File: src/rtl/pwrseq_pkg.sv
package pwrseq_pkg;

  typedef enum logic [3:0] {
    ST_G3,
    ST_G3S5_DLY,
    ST_G3S5_SUS,
    ST_S5,
    ST_S5S3_AO,
    ST_S5S3_MEM,
    ST_S3,
    ST_S3S0_NC,
    ST_S3S0_DLY,
    ST_S0,
    ST_S0S3,
    ST_S3S5,
    ST_S5G3
  } pwr_state_e;

  function automatic int unsigned umax(input int unsigned a, input int unsigned b);
    return (a > b) ? a : b;
  endfunction

endpackage

File: src/rtl/pwrseq_sync.sv
module pwrseq_sync #(
  parameter int unsigned W = 2
) (
  input  logic         clk,
  input  logic         rst_n,
  input  logic [W-1:0] d_async,
  output logic [W-1:0] q_sync
);
  for (genvar i = 0; i < W; i++) begin : g_bit
    logic ff1, ff2;
    always_ff @(posedge clk) begin
      if (!rst_n) begin
        ff1 <= 1'b0;
        ff2 <= 1'b0;
      end else begin
        ff1 <= d_async[i];
        ff2 <= ff1;
      end
    end
    assign q_sync[i] = ff2;
  end
endmodule

File: src/rtl/pwrseq_timer.sv
module pwrseq_timer #(
  parameter int unsigned TW = 8
) (
  input  logic          clk,
  input  logic          rst_n,
  input  logic          load,
  input  logic [TW-1:0] load_val,
  output logic          expired
);
  logic [TW-1:0] cnt;

  always_ff @(posedge clk) begin
    if (!rst_n)             cnt <= '0;
    else if (load)          cnt <= load_val;
    else if (cnt != '0)     cnt <= cnt - 1'b1;
  end

  assign expired = (cnt == '0);
endmodule

File: src/rtl/pwrseq_fsm.sv
module pwrseq_fsm
  import pwrseq_pkg::*;
#(
  parameter int unsigned NONCORE_N = 3,
  parameter int unsigned DSW_CYC   = 1000,
  parameter int unsigned SUS_CYC   = 500,
  parameter int unsigned CORE_CYC  = 9900,
  parameter int unsigned OFF_CYC   = 100,
  parameter int unsigned RAIL_TMO  = 2000
) (
  input  logic                 clk,
  input  logic                 rst_n,
  input  logic                 pg_always_on,
  input  logic                 pg_mem,
  input  logic [NONCORE_N-1:0] pg_noncore,
  input  logic                 sleep_s3_n,
  input  logic                 sleep_s5_n,
  input  logic                 lid_open,
  input  logic                 throttle_req,
  input  logic                 sus_warn_n,
  output logic                 en_mem,
  output logic                 en_switched,
  output logic                 en_core,
  output logic                 en_touchpad,
  output logic                 wireless_en,
  output logic                 lightbar_rst_n,
  output logic                 touchscreen_rst_n,
  output logic                 plat_pwr_ok,
  output logic                 deep_pwr_ok,
  output logic                 resume_rst_n,
  output logic                 cpu_throttle,
  output logic                 sus_ack_n
);
  localparam int unsigned MAX_WAIT = umax(umax(umax(DSW_CYC, SUS_CYC), umax(CORE_CYC, OFF_CYC)), RAIL_TMO);
  localparam int unsigned TW       = $clog2(MAX_WAIT + 1);

  pwr_state_e    state, state_nx;
  logic          force_off;
  logic          tmr_load, tmr_done;
  logic [TW-1:0] tmr_val;
  logic [1:0]    req_sync;
  logic          s3_awake, s5_awake;
  logic          rails_s3, rails_s0;

  pwrseq_sync #(.W(2)) u_sync (
    .clk    (clk),
    .rst_n  (rst_n),
    .d_async({sleep_s3_n, sleep_s5_n}),
    .q_sync (req_sync)
  );
  assign s3_awake = req_sync[1];
  assign s5_awake = req_sync[0];

  pwrseq_timer #(.TW(TW)) u_timer (
    .clk     (clk),
    .rst_n   (rst_n),
    .load    (tmr_load),
    .load_val(tmr_val),
    .expired (tmr_done)
  );

  assign rails_s3 = pg_always_on & pg_mem;
  assign rails_s0 = rails_s3 & (&pg_noncore);
  assign sus_ack_n = sus_warn_n;

  // Next-state decision; rail loss is checked before any sleep request.
  always_comb begin
    state_nx  = state;
    force_off = 1'b0;
    unique case (state)
      ST_G3:       if (pg_always_on) state_nx = ST_G3S5_DLY;
      ST_G3S5_DLY: if (!pg_always_on) state_nx = ST_G3;
                   else if (tmr_done) state_nx = ST_G3S5_SUS;
      ST_G3S5_SUS: if (tmr_done) state_nx = ST_S5;
      ST_S5:       if (!pg_always_on || !deep_pwr_ok) state_nx = ST_S5G3;
                   else if (s5_awake) state_nx = ST_S5S3_AO;
      ST_S5S3_AO:  if (pg_always_on) state_nx = ST_S5S3_MEM;
                   else if (tmr_done) begin force_off = 1'b1; state_nx = ST_S5; end
      ST_S5S3_MEM: if (rails_s3) state_nx = ST_S3;
                   else if (tmr_done) begin force_off = 1'b1; state_nx = ST_S5; end
      ST_S3:       if (!rails_s3) begin force_off = 1'b1; state_nx = ST_S3S5; end
                   else if (!deep_pwr_ok) state_nx = ST_S3S5;
                   else if (s3_awake) state_nx = ST_S3S0_NC;
                   else if (!s5_awake) state_nx = ST_S3S5;
      ST_S3S0_NC:  if (rails_s0) state_nx = ST_S3S0_DLY;
                   else if (tmr_done) begin force_off = 1'b1; state_nx = ST_S3; end
      ST_S3S0_DLY: if (tmr_done) state_nx = ST_S0;
      ST_S0:       if (!rails_s0) begin force_off = 1'b1; state_nx = ST_S0S3; end
                   else if (!s3_awake) state_nx = ST_S0S3;
      ST_S0S3:     if (tmr_done) state_nx = ST_S3;
      ST_S3S5:     state_nx = ST_S5;
      ST_S5G3:     state_nx = ST_G3;
      default:     state_nx = ST_G3;
    endcase
  end

  // Timer reload on every state change, with the wait of the state entered.
  always_comb begin
    tmr_load = (state_nx != state);
    unique case (state_nx)
      ST_G3S5_DLY:                          tmr_val = TW'(DSW_CYC);
      ST_G3S5_SUS:                          tmr_val = TW'(SUS_CYC);
      ST_S5S3_AO, ST_S5S3_MEM, ST_S3S0_NC:  tmr_val = TW'(RAIL_TMO);
      ST_S3S0_DLY:                          tmr_val = TW'(CORE_CYC);
      ST_S0S3:                              tmr_val = TW'(OFF_CYC);
      default:                              tmr_val = '0;
    endcase
  end

  // State register and registered outputs, updated by entry actions.
  always_ff @(posedge clk) begin
    if (!rst_n) begin
      state             <= ST_G3;
      en_mem            <= 1'b0;
      en_switched       <= 1'b0;
      en_core           <= 1'b0;
      en_touchpad       <= 1'b0;
      wireless_en       <= 1'b0;
      lightbar_rst_n    <= 1'b0;
      touchscreen_rst_n <= 1'b0;
      plat_pwr_ok       <= 1'b0;
      deep_pwr_ok       <= 1'b0;
      resume_rst_n      <= 1'b0;
      cpu_throttle      <= 1'b0;
    end else begin
      state <= state_nx;
      if (state_nx != state) begin
        unique case (state_nx)
          ST_G3S5_SUS: begin deep_pwr_ok <= 1'b1; resume_rst_n <= 1'b1; end
          ST_S5S3_MEM: begin lightbar_rst_n <= 1'b1; en_mem <= 1'b1; end
          ST_S5: if (state == ST_S5S3_AO || state == ST_S5S3_MEM) begin
                   en_mem <= 1'b0; lightbar_rst_n <= 1'b0;
                 end
          ST_S3: if (state == ST_S5S3_MEM) en_touchpad <= 1'b1;
                 else if (state == ST_S3S0_NC) begin
                   touchscreen_rst_n <= 1'b0; wireless_en <= 1'b0; en_switched <= 1'b0;
                 end else begin
                   en_core <= 1'b0; wireless_en <= 1'b0;
                   cpu_throttle <= 1'b0; en_switched <= 1'b0;
                 end
          ST_S3S0_NC:  begin en_switched <= 1'b1; wireless_en <= 1'b1; touchscreen_rst_n <= 1'b1; end
          ST_S3S0_DLY: en_core <= 1'b1;
          ST_S0:       begin cpu_throttle <= throttle_req; plat_pwr_ok <= 1'b1; end
          ST_S0S3:     plat_pwr_ok <= 1'b0;
          ST_S3S5:     begin
                         en_touchpad <= 1'b0; en_mem <= 1'b0;
                         touchscreen_rst_n <= 1'b0; lightbar_rst_n <= 1'b0;
                       end
          ST_S5G3:     begin deep_pwr_ok <= 1'b0; resume_rst_n <= 1'b0; end
          default: ;
        endcase
      end else if (state == ST_S3) begin
        touchscreen_rst_n <= lid_open;
      end else if (state == ST_S0) begin
        cpu_throttle <= throttle_req;
      end
      if (force_off) begin
        deep_pwr_ok  <= 1'b0;
        resume_rst_n <= 1'b0;
      end
    end
  end
endmodule

File: config.mk
export PLATFORM = sky130hd
export DESIGN_NAME = pwrseq_fsm
export DESIGN_NICKNAME = d
export VERILOG_FILES = /design/src/rtl/pwrseq_pkg.sv /design/src/rtl/pwrseq_sync.sv /design/src/rtl/pwrseq_timer.sv /design/src/rtl/pwrseq_fsm.sv
export SDC_FILE = /design/constraint.sdc
export NUM_CORES = 1
export LEC_CHECK = 0
export ABC_AREA = 1
export BUFFER_PORTS_ARGS = -buffer_cell sky130_fd_sc_hd__buf_2
export CAP_MARGIN = 0
export CORE_ASPECT_RATIO = 0.5
export CORE_MARGIN = 2
export CORE_UTILIZATION = 45
export DETAILED_ROUTE_END_ITERATION = 12
export PLACE_DENSITY_LB_ADDON = 0.3
export SLEW_MARGIN = 25
export SYNTH_ARGS = -nofsm -noshare
export SYNTH_HDL_FRONTEND = slang
export SYNTH_SLANG_ARGS = --single-unit
export TNS_END_PERCENT = 100
File: constraint.sdc
create_clock -name clk -period 2.3 [get_ports clk]
set_input_delay 0.115 -clock clk [delete_from_list [all_inputs] [get_ports clk]]
set_output_delay 0.115 -clock clk [all_outputs]
set_load 0.005 [all_outputs]
# Word-level counts from Yosys, hierarchy flattened
# Cells that the tools add are included.
[word_totals]
out_inout_bits = 12
wordCells = 127
input_bits = 12
register_bits = 30
[classes]
n_mux = 48
n_addsub = 1
n_reduce_logical = 27
bitwise_logic = 3
eq_ne = 34
[op_table]
columns = ["cell", "n"]
rows = [
  ["case mux 14 bit (5 select lines)", 1],
  ["two-way mux 4 bit", 17],
  ["case mux 4 bit (12 select lines)", 1],
  ["equality test 4 bit, second input constant", 9],
  ["equality test 4 x 3 -> 1 bit, second input constant", 8],
  ["two-way mux 14 bit", 2],
  ["two-way mux 1 bit", 18],
  ["equality test 4 x 2 -> 1 bit, second input constant", 4],
  ["nonzero test 2 bit", 8],
  ["zero test 14 bit", 1],
  ["nonzero test 14 bit", 1],
  ["subtractor 14 x 1 -> 14 bit, second input constant", 1],
  ["case mux 1 bit (2 select lines)", 6],
  ["AND reduction 3 bit", 4],
  ["!= test 2 bit, second input constant", 5],
  ["!= test 3 bit, second input constant", 3],
  ["equality test 4 x 1 -> 1 bit, second input constant", 2],
  ["AND reduction 4 bit", 2],
  ["case mux 1 bit (3 select lines)", 2],
  ["case mux 1 bit (5 select lines)", 1],
  ["AND reduction 5 bit", 1],
  ["zero test 4 bit", 1],
  ["!= test 4 x 1 -> 1 bit, second input constant", 1],
  ["!= test 4 bit", 1],
  ["other kinds (9)", 13],
]

# Depth between registers and ports, before layout
[depth]
ltp_word = 9
depth_mapped = 19
depth_no_buf = 18

# Modules after synthesis
# From an unflattened synthesis, not the netlist that was laid out.
[hier_totals]
cells_unflattened = 423
hier_area_um2 = 2449.8
[by_module_without_submodules]
columns = ["mod", "cells_each", "area_per_inst_um2", "instances", "seq_area_each_um2"]
rows = [
  ["pwrseq_fsm", 253, 1337.5, 1, 240.2],
  ["pwrseq_timer", 156, 987.2, 1, 280.3],
  ["pwrseq_sync", 14, 125.1, 1, 80.1],
]

# Worst setup path before layout
# No wires, ideal clock.
[synth_path]
path_type = "reg2reg"
from = "register u_timer.cnt[0]"
to = "register u_timer.cnt[2]"
slack_ns = 0.169
synth_period_minus_slack_ns = 2.131
arrival_ns = 2.015
path_stages_with_launch = 15
required_time_ns = 2.184
setup_ns = 0.116
n_path_buf = 1
path_cell_list = "dfxtp_1 > inv_1 > ha_1 > nand2_2 > nor2_4 > nand2_2 > inv_2 > o21bai_1 > nor2_1 > nand3_1 > a21oi_4 > buf_6 > nor2_1 > a21oi_1 > nor2_1"
[synth_via]
elab_chain_len = 8
elab_cells_between_ends = 25
classes_between = "add/sub: 1; eq/ne: 8; mux: 12; reduce/logical: 4"
[synth_lines]
columns = ["element", "line", "rtl"]
rows = [
  ["start, declared", "pwrseq_timer.sv:10", "logic [TW-1:0] cnt;"],
  ["start signal, assigned", "pwrseq_timer.sv:14", "else if (load) cnt <= load_val;"],
  ["start signal, assigned", "pwrseq_timer.sv:15", "else if (cnt != '0) cnt <= cnt - 1'b1;"],
  ["zero test 14 bit", "pwrseq_timer.sv:18", "assign expired = (cnt == '0);"],
  ["two-way mux 4 bit (on tied branches) (2 in a row)", "n/a", ""],
  ["case mux 4 bit (12 select lines)", "pwrseq_fsm.sv:70", "unique case (state)"],
  ["equality test 4 x 3 -> 1 bit", "pwrseq_fsm.sv:100", "unique case (state_nx)"],
  ["OR reduction 3 bit", "pwrseq_fsm.sv:100", ""],
  ["case mux 14 bit (5 select lines)", "pwrseq_fsm.sv:100", ""],
  ["two-way mux 14 bit", "pwrseq_timer.sv:14", ""],
]
# Several ways; a longest one is shown, not always the timed one. The select of a mux whose other input is x is not followed.
# A chain may end at the register's enable or synchronous reset.

# Final worst setup path
[layout_path]
from = "register u_timer.cnt[1]"
to = "register u_timer.cnt[7]"
# Same word-level chain as after synthesis.

==> flow_summary_export.csv <==
group,metric,value,unit
placed_design,dp_cells,450,
worst_setup_path,crit_type,"flip-flop to flip-flop",
synthesis,synth_seq_cells,30,
clocking,cts_buffers,5,
synthesis,synth-xor-area-share,4.26,%
timing,finalSetupTns,0,ns
synthesis,synth_flop_cell,"dfxtp_1",
detailed_routing,vias_per_cell,5.08,
timing,setup_viol,0,
finish,drive_gt1_share,33.3,%
finish,post-route-util,64.3,%
timing,post-route-period-util,96.8,%
synthesis,synth_edf_count,0,
worst_setup_path,worstSetupStartpointType,"flip-flop",
synthesis,async_flop_share,0,%
die,row_count,17,
die,die_area,5160,um^2
global_route,gr-usage-all-layers,25.5,%
synthesis,syn_nets,346,
global_route,grt_antenna_before_repair,0,
clocking,clk_pin_slew,0.07,ns
global_route,grt_pass1_vias,2190,
power,p_leak,1.47,nW
timing,worst_pin_slew,0.446,ns
clocking,cts_tree,"done",
clocking,holdBufCountCts,0,
die,initial_utilization,46.7,%
worst_setup_path,arrival,2.44,ns
synthesis,synth_top_family_by_area,"simple AND/OR/NAND/NOR gates",
detailed_routing,dr.pass1.iters,5,
timing,max_freq,449,MHz
synthesis,synth_compound_area_share,13.2,%
synthesis,synth-simple-area-share,42.2,%
worst_setup_path,critPathMaxFanout,6,
worst_setup_path,endpoint_kind,"flip-flop",
timing,grt_setup_unrepaired,"true",
global_route,grt_start_max_net_pins,12,
global_route,grt_pass1_wl,10100,um
worst_hold_path,holdCritPathClass,"input pin to flip-flop",
die,die_h,51.8,um
synthesis,synthAdderAreaFrac,0.609,%
placed_design,dpl_worst_slack,-0.0861,ns
timing,clock_skew,0.00483,ns
timing,setup_ws,0.0737,ns
flow_run,cap_violations,0,
synthesis,synthCells,333,
detailed_routing,drc_errors,0,
power,power_density,1070,nW/um^2
worst_setup_path,cp.required,2.51,ns
synthesis,synth_most_common_cell,"nand2_1",
finish,fillers,427,
synthesis,synth_top_area_cell,"dfxtp_1",
detailed_routing,num_vias,2361,
timing,slew_violations,0,
timing,whs,0.00667,ns
clocking,cts.sink_count,30,
synthesis,syn_avg_cell_area,6.17,um^2
die,design.core.area,4400,um^2
finish,area_growth,37.7,%
clocking,htree_levels,2,
global_route,grt_overflow,0,
timing,relSlewSlack,70.2,%
die,die_x,99.6,um
detailed_routing,routedWlPerCell,13.5,um
synthesis,synth_top_area_share,29.2,%
detailed_routing,drt_iter0_markers,136,
finish,finish.net_count,420,
synthesis,synthesis.area,2060,um^2
outcome,status,"completed",
detailed_routing,drt_wl_total,6280,um
synthesis,synth_mux_area_share,0,%
timing,fin_crit,2.23,ns
power,ir_worst_vdd,0.389,mV
placed_design,place_congestion,0.920,
clocking,cts-root-buf,"clkbuf_8",
placed_design,hpwl,4950,um
die,pin_count,24,
synthesis,yosysUniqueCellTypes,35,
clocking,cts_buffer_depth,2,
timing,hold_viol,0,
finish,n_antenna_cell,0,
synthesis,synth_common_cells,"93 x nand2_1, 51 x nor2_1, 31 x inv_1, 30 x dfxtp_1, 25 x nand3_1",
finish,fin_cells,465,
placed_design,io_buffers,21,
synthesis,seq_area_frac_synth,29.2,%
detailed_routing,final_antenna_net_count,0,
synthesis,synth_area_leaders,"dfxtp_1 29%, nand2_1 17%, nor2_1 9.3%",
synthesis,ys_warn_count,0,
clocking,clkLatencyLatePin,0.28,ns
[sequential cells by signal, indices dropped and copies added, names as in the netlist]
signal	flops
en_core	1
state	4
lightbar_rst_n	1
resume_rst_n	1
en_touchpad	1
touchscreen_rst_n	1
plat_pwr_ok	1
wireless_en	1
u_sync.g_bit.ff1	2
u_sync.g_bit.ff2	2
cpu_throttle	1
u_timer.cnt	14
[critical path, stage by stage, from the launching register on]
cell     delay (ns)
dfxtp_2        0.33
inv_2          0.07
ha_4           0.15
nand2_4        0.06
nor2_4         0.18
nand2_4        0.11
o21ai_4        0.18
inv_2          0.06
nor2_4         0.10
nand3_2        0.10
buf_6          0.13
a21oi_4        0.23
buf_6          0.16
nand2_1        0.05
nand2_1        0.06
nand2_1        0.05
a21oi_1        0.13
[worst paths after layout]
path,start,end,slack [ns],depth (start not counted)
worst max-delay path,u_timer.cnt[1],u_timer.cnt[7],0.07,16
worst min-delay path,sleep_s3_n,u_sync.g_bit[1].ff1,0.007,3
worst max register to register,u_timer.cnt[1],u_timer.cnt[7],0.07,16
worst min register to register,u_sync.g_bit[0].ff1,u_sync.g_bit[0].ff2,0.42,2
[repair_timing]
item                       4_1_cts  5_1_grt
setup endpoints to repair       13       19
setup buffers                    0        6
pin swaps                        1       11
cloned                           0        1
resized for setup                4       29
[final cells by class]
type | count | area [um^2] | area share (%)
Inverter | 38 | 143 | 5.04
Timing Repair Buffer | 76 | 529 | 18.7
Sequential cell | 30 | 607 | 21.4
Clock buffer | 6 | 82.6 | 2.92
Tap cell | 57 | 71.3 | 2.52
Clock inverter | 2 | 60.1 | 2.12
Multi-Input combinational cell | 256 | 1340 | 47.3
[power by group]
| group | switching, W | internal [W] | leakage (nW) | total [W] |
|---|---|---|---|---|
| Clock | 0.000209 | 0.000462 | 0.0714 | 0.000671 |
| Combinational | 0.000894 | 0.000733 | 1.15 | 0.00163 |
| Sequential | 0.0000935 | 0.000627 | 0.248 | 0.000721 |
[cells by family after synthesis]
kind of cell / Yosys count
flip-flops: 30
XOR/XNOR: 10
buffers and inverters: 48
AO/OA/AOI/OAI: 44
adder cells (fa/ha/maj): 1
AND/OR/NAND/NOR: 200
[per-layer routing]
layer / part of all wire (%) / up-vias / track usage (%)
met3: 7.1 / 9 / 5.91
li1: - / 1209 / -
met2: 45 / 65 / 40.9
met5: 0 / - / 0
met4: 1.4 / 0 / 8.22
met1: 47 / 1078 / 34.3
[placed cells by master, fill, tap and decap left out, types with 3 or more instances in the layout]
cell type | synthesis | layout
a21oi_1 | 18 | 17
a31oi_1 | 4 | 4
buf_2 | 1 | 21
buf_4 | 5 | 52
buf_6 | 2 | 3
clkbuf_8 | 0 | 6
dfxtp_1 | 30 | 25
dfxtp_2 | 0 | 5
inv_1 | 31 | 29
inv_2 | 6 | 8
nand2_1 | 93 | 92
nand2_2 | 10 | 9
nand2_4 | 0 | 3
nand3_1 | 25 | 23
nand4_1 | 6 | 6
nor2_1 | 51 | 41
nor2_2 | 5 | 12
nor2_4 | 3 | 6
nor3_1 | 5 | 5
o21ai_0 | 6 | 6
o21ai_1 | 4 | 4
xor2_1 | 8 | 8
[metrics by stage]
stage	total power, W	cell area (um^2)
after global placement	0.00207	2530
final	0.00302	2830
after global routing	0.00323	2830
after detailed placement	0.00210	2530
after CTS	0.00281	2690
after floorplan	0.00170	2060
Note: power is estimated with default switching activity, not from simulation.
